## src/rtl/cwdp_pkg.sv

```systemverilog
package cwdp_pkg;

  localparam int SEL_W    = 3;
  localparam int FN_W     = 5;
  localparam int CTL_W    = 3 * SEL_W + FN_W;
  localparam int NUM_REGS = (1 << SEL_W) - 1;

  typedef enum logic [FN_W-1:0] {
    FN_PASS = 5'b00000,
    FN_INC  = 5'b00001,
    FN_ADD  = 5'b00010,
    FN_SUB  = 5'b00101,
    FN_DEC  = 5'b00110,
    FN_AND  = 5'b01000,
    FN_OR   = 5'b01010,
    FN_XOR  = 5'b01100,
    FN_NOT  = 5'b01110,
    FN_SHR  = 5'b10000,
    FN_SHL  = 5'b11000
  } alu_fn_e;

  typedef struct packed {
    logic [SEL_W-1:0] src_a;
    logic [SEL_W-1:0] src_b;
    logic [SEL_W-1:0] dst;
    logic [FN_W-1:0]  fn;
  } ctl_word_t;

endpackage

```

## src/rtl/cwdp_regfile.sv

```systemverilog
module cwdp_regfile
  import cwdp_pkg::*;
#(
  parameter int W = 8
) (
  input  logic                  clk,
  input  logic                  rst_n,
  input  logic [W-1:0]          ext_in,
  input  logic [SEL_W-1:0]      rd_sel_a,
  input  logic [SEL_W-1:0]      rd_sel_b,
  input  logic [SEL_W-1:0]      wr_sel,
  input  logic [W-1:0]          wr_data,
  output logic [W-1:0]          rd_a,
  output logic [W-1:0]          rd_b,
  output logic [NUM_REGS*W-1:0] q_flat
);

  // Read table: slot 0 is the external input, slots 1..N are registers
  logic [W-1:0] rd_tab [0:NUM_REGS];

  assign rd_tab[0] = ext_in;

  for (genvar i = 1; i <= NUM_REGS; i++) begin : g_reg
    logic         wr_en;
    logic [W-1:0] q;

    assign wr_en = (wr_sel == SEL_W'(i));

    always_ff @(posedge clk or negedge rst_n) begin
      if (!rst_n) begin
        q <= '0;
      end else if (wr_en) begin
        q <= wr_data;
      end
    end

    assign rd_tab[i]             = q;
    assign q_flat[(i-1)*W +: W]  = q;
  end

  assign rd_a = rd_tab[rd_sel_a];
  assign rd_b = rd_tab[rd_sel_b];

endmodule

```

## src/rtl/cwdp_alu.sv

```systemverilog
module cwdp_alu
  import cwdp_pkg::*;
#(
  parameter int W = 8
) (
  input  logic [FN_W-1:0] fn,
  input  logic [W-1:0]    opa,
  input  logic [W-1:0]    opb,
  output logic [W-1:0]    res,
  output logic            cry,
  output logic            ovf
);

  logic [W-1:0] add_x;
  logic [W-1:0] add_y;
  logic         add_cin;
  logic [W:0]   add_sum;
  logic         add_c_msb;
  logic         use_adder;

  // Operand steering for the shared adder
  always_comb begin
    add_x     = opa;
    add_y     = '0;
    add_cin   = 1'b0;
    use_adder = 1'b1;
    unique case (alu_fn_e'(fn))
      FN_INC:  add_cin = 1'b1;
      FN_ADD:  add_y   = opb;
      FN_SUB:  begin add_y = ~opb; add_cin = 1'b1; end
      FN_DEC:  add_y   = '1;
      default: use_adder = 1'b0;
    endcase
  end

  assign add_sum   = {1'b0, add_x} + {1'b0, add_y} + {{W{1'b0}}, add_cin};
  // carry into the MSB recovered from the MSB sum bit and its two inputs
  assign add_c_msb = add_sum[W-1] ^ add_x[W-1] ^ add_y[W-1];

  always_comb begin
    res = opa;
    cry = 1'b0;
    ovf = 1'b0;
    if (use_adder) begin
      res = add_sum[W-1:0];
      cry = add_sum[W];
      ovf = add_sum[W] ^ add_c_msb;
    end else begin
      unique case (alu_fn_e'(fn))
        FN_AND:  res = opa & opb;
        FN_OR:   res = opa | opb;
        FN_XOR:  res = opa ^ opb;
        FN_NOT:  res = ~opa;
        FN_SHR:  begin res = {1'b0, opa[W-1:1]}; cry = opa[0];   end
        FN_SHL:  begin res = {opa[W-2:0], 1'b0}; cry = opa[W-1]; end
        default: res = opa;
      endcase
    end
  end

endmodule

```

## src/rtl/cwdp_status.sv

```systemverilog
module cwdp_status #(
  parameter int W = 8
) (
  input  logic         clk,
  input  logic         rst_n,
  input  logic [W-1:0] res,
  input  logic         cry,
  input  logic         ovf,
  output logic         st_c,
  output logic         st_s,
  output logic         st_z,
  output logic         st_v
);

  logic c_nxt, s_nxt, z_nxt, v_nxt;

  always_comb begin
    c_nxt = cry;
    s_nxt = res[W-1];
    z_nxt = (res == '0);
    v_nxt = ovf;
  end

  always_ff @(posedge clk or negedge rst_n) begin
    if (!rst_n) begin
      st_c <= 1'b0;
      st_s <= 1'b0;
      st_z <= 1'b0;
      st_v <= 1'b0;
    end else begin
      st_c <= c_nxt;
      st_s <= s_nxt;
      st_z <= z_nxt;
      st_v <= v_nxt;
    end
  end

endmodule

```

## src/rtl/cwdp_core.sv

```systemverilog
module cwdp_core
  import cwdp_pkg::*;
#(
  parameter int W = 8
) (
  input  logic             clk,
  input  logic             rst_n,
  input  logic [CTL_W-1:0] ctl_word,
  input  logic [W-1:0]     data_in,
  output logic [W-1:0]     data_out,
  output logic             flag_c,
  output logic             flag_s,
  output logic             flag_z,
  output logic             flag_v
);

  ctl_word_t             cw;
  logic [W-1:0]          bus_a;
  logic [W-1:0]          bus_b;
  logic [W-1:0]          alu_res;
  logic                  alu_c;
  logic                  alu_v;
  logic [NUM_REGS*W-1:0] rf_q;

  assign cw = ctl_word_t'(ctl_word);

  cwdp_regfile #(.W(W)) u_rf (
    .clk      (clk),
    .rst_n    (rst_n),
    .ext_in   (data_in),
    .rd_sel_a (cw.src_a),
    .rd_sel_b (cw.src_b),
    .wr_sel   (cw.dst),
    .wr_data  (alu_res),
    .rd_a     (bus_a),
    .rd_b     (bus_b),
    .q_flat   (rf_q)
  );

  cwdp_alu #(.W(W)) u_alu (
    .fn  (cw.fn),
    .opa (bus_a),
    .opb (bus_b),
    .res (alu_res),
    .cry (alu_c),
    .ovf (alu_v)
  );

  cwdp_status #(.W(W)) u_st (
    .clk   (clk),
    .rst_n (rst_n),
    .res   (alu_res),
    .cry   (alu_c),
    .ovf   (alu_v),
    .st_c  (flag_c),
    .st_s  (flag_s),
    .st_z  (flag_z),
    .st_v  (flag_v)
  );

  assign data_out = alu_res;

endmodule

```

## config.mk

```make
export PLATFORM = sky130hd
export DESIGN_NAME = cwdp_core
export DESIGN_NICKNAME = d
export VERILOG_FILES = /design/src/rtl/cwdp_pkg.sv /design/src/rtl/cwdp_regfile.sv /design/src/rtl/cwdp_alu.sv /design/src/rtl/cwdp_status.sv /design/src/rtl/cwdp_core.sv
export SDC_FILE = /design/constraint.sdc
export NUM_CORES = 1
export LEC_CHECK = 0
export BUFFER_PORTS_ARGS = -buffer_cell sky130_fd_sc_hd__buf_2
export CAP_MARGIN = 0
export CORE_ASPECT_RATIO = 1.75
export CORE_UTILIZATION = 55
export DETAILED_ROUTE_END_ITERATION = 16
export PLACE_DENSITY = 0.74
export SYNTH_ARGS = -nofsm -noshare
export SYNTH_HDL_FRONTEND = slang
export SYNTH_SLANG_ARGS = --single-unit
```

## constraint.sdc

```tcl
create_clock -name clk -period 6.76 [get_ports clk]
set_clock_uncertainty 0.2 [all_clocks]
set_input_delay 1.352 -clock clk [delete_from_list [all_inputs] [get_ports clk]]
set_output_delay 1.352 -clock clk [all_outputs]
set_load 0.01 [all_outputs]
```

==> impl_metrics.toml <==
[outcome]
outcome = "complete, no violations"

[cells_and_area]
areaGrowthSynthToFinish_pct = 11.6
post-route-util = 0.636
fill_cells = 636
final_nets = 540
drive_gt1_frac = 0.202
antenna_cells = 0

[job]
max_cap_violations = 0

[drt]
via_per_inst = 6.46
vias = 3785
drt_iter0_markers = 188
antenna_left = 0
drc = 0
finalWirelength_um = 12300
firstDrtPassIters = 5
wl_per_cell_um = 21.0

[global_routing]
grt_max_degree = 61
grt_pass1_wl_um = 20000
antenna_found_initial = 0
overflow = 0
track_usage = 0.311
grt_pass1_vias = 3983

[timing]
max_freq_mhz = 158
slew_violations = 0
finalHoldViolCount = 0
setup_viol = 0
period_share = 0.934
fin_crit_ns = 6.31
setup_tns_ns = 0
rsz0062_at_grt = "no"
relSlewSlack = 0.495
tightest_slew_ns = 0.757

[critical_path]
r2r_slack_ns = 2.81
path_max_fanout = 8
worstSetupStartpoint = "ctl_word[8]"
criticalPathCategory = "in2out"
cp-endpoint = "data_out[6]"
end_kind = "output pin"
r2r-start = "u_rf.g_reg[6].q[0]"
cp.required_ns = 5.21
reg2reg_depth = 13
startpoint_type = "input port"
arrival_ns = 4.76
r2r-end = "u_st.st_v"

[logic_synthesis]
synth_top_area_cell = "dfrtp_1"
yosys-mux-area-fraction = 0.211
async_flop_share = 1.00
ys_seq_area_frac = 0.333
synthSimpleGateAreaFrac = 0.133
syn_nets = 513
postSynthCellCount = 464
synth_area_per_cell_um2 = 9.72
synth_ff_type = "dfrtp_1"
synth.distinct_cells = 56
yosysMostFrequentCell = "nand2_1"
synth.top_cells.by_area = "dfrtp_1, mux4_2, o21ai_0"
synth_compound_area_frac = 0.179
yosysWarningCount = 0
synthTopCellsByCount = "nand2_1, o21ai_0, dfrtp_1"
synth_top_area_frac = 0.333
post_synth_instance_area_um2 = 4510
synth_xor_xnor_area_share = 0.0169
synth_top_family_by_area = "multiplexers"
synth_seq_cells = 60
synth_edf_count = 0
synthAdderAreaFrac = 0.0727

[floorplan]
io-pin-count = 36
std_cell_rows = 43
fp.dieH_um = 122
die-area_um2 = 8580
die_w_um = 70.4
start_util = 0.570
core_area_um2 = 7910

[place]
io_buffers = 35
dp_hpwl_um = 9120
gp_congestion = 0.996

[clock_network]
cts_tree = "done"
cts.clk_slew.worst_paths_ns = 0.05
clk_latency_ns = 0.34
htree_levels = 3
cts-buffers-inserted = 9
clockBufferDepth = 2
clockRootBuffer = "clkbuf_16"
cts_resized = 0
cts_hold_buf = 0
clock-sinks = 60
cts_setup_buffers = 0

[worst_hold_path]
hold_path_class = "reg2reg"

[power_and_ir_drop]
ir_drop_mv = 0.221
power_density_nw_per_um2 = 294
p_leak_nw = 2.36
## where the power goes
part | internal (W) | switching [W]
registers | 0.000448 | 0.0000684
logic | 0.000222 | 0.000282
clock network | 0.000286 | 0.000172
total | 0.000956 | 0.000522
## cell usage in the layout (no fill, tap or decap), drive strengths merged, types with 4 or more instances in the layout
cell type,count
a211o,4
a21oi,13
a22oi,6
and2,5
buf,45
clkbuf,9
clkinvlp,4
dfrtp,60
ha,23
inv,26
mux2i,28
mux4,26
nand2,84
nand2b,4
nand3,4
nor2,12
nor2b,7
o211ai,4
o21ai,71
o221ai,6
o22ai,9
## worst min path at each step
| stage | slack, ns | end | cells past startpoint | from |
|---|---|---|---|---|
| 2_1_floorplan | 0.26 | u_rf.g_reg[5].q[7] | 2 | u_rf.g_reg[5].q[7] |
| 3_3_place_gp | 0.27 | u_rf.g_reg[6].q[5] | 2 | u_rf.g_reg[6].q[5] |
| 3_5_place_dp | 0.29 | u_rf.g_reg[5].q[1] | 2 | u_rf.g_reg[5].q[1] |
| 4_1_cts | 0.30 | u_rf.g_reg[5].q[1] | 2 | u_rf.g_reg[5].q[1] |
| 5_1_grt | 0.33 | u_rf.g_reg[6].q[3] | 2 | u_rf.g_reg[6].q[3] |
| 6_report | 0.30 | u_rf.g_reg[5].q[1] | 2 | u_rf.g_reg[5].q[1] |
## cells by family after synthesis
| family | Yosys count |
|---|---|
| flops | 60 |
| xor+xnor | 7 |
| compound gates | 129 |
| simple gates | 131 |
| mux | 57 |
| fa+ha+maj | 25 |
| buf+inv | 55 |
## per-layer routing
layer | part of all wire | GRT usage
met4 | 0.048 | 0.203
met3 | 0.053 | 0.0538
met2 | 0.53 | 0.550
met1 | 0.37 | 0.336
met5 | 0 | 0
## worst max-delay path, stage by stage
cell	delay (ns)
buf_2	0.20
mux4_2	0.54
mux2_2	0.30
o21ai_0	0.15
a21o_1	0.15
fa_1	0.20
inv_1	0.06
fa_1	0.42
a21o_1	0.21
a21oi_1	0.22
o21ai_0	0.19
xor2_1	0.18
o221ai_2	0.38
inv_4	0.06
buf_2	0.15
## registers in the layout, summed over array words and instances (netlist names)
name / count
u_rf.g.q: 56
u_st.st_c: 1
u_st.st_s: 1
u_st.st_v: 1
u_st.st_z: 1
## area by class of cell
| cell class | instances | area (um^2) | area share |
|---|---|---|---|
| multi-input cells | 349 | 2760 | 0.549 |
| inverters | 26 | 100 | 0.0199 |
| clock inverters | 7 | 77.6 | 0.0154 |
| flip-flops and latches | 60 | 1500 | 0.298 |
| well taps | 90 | 113 | 0.0224 |
| clock buffers | 9 | 225 | 0.0448 |
| repair buffers | 45 | 250 | 0.0497 |
## metrics by stage
| step | worst slack (ns) | power, W | hold WS (ns) | instance area, um^2 | std cells |
|---|---|---|---|---|---|
| 6_report | 0.445 | 0.00148 | 0.300 | 5030 | 586 |
| 4_1_cts | 0.423 | 0.00148 | 0.304 | 5030 | 586 |
| 2_1_floorplan | 0.621 | 0.000864 | 0.258 | 4510 | 464 |
| 3_5_place_dp | 0.458 | 0.00101 | 0.293 | 4730 | 570 |
| 3_3_place_gp | 0.515 | 0.000987 | 0.273 | 4730 | 570 |
| 5_1_grt | 0.265 | 0.00156 | 0.328 | 5030 | 586 |
No activity file was read; power rests on OpenSTA's default activity.
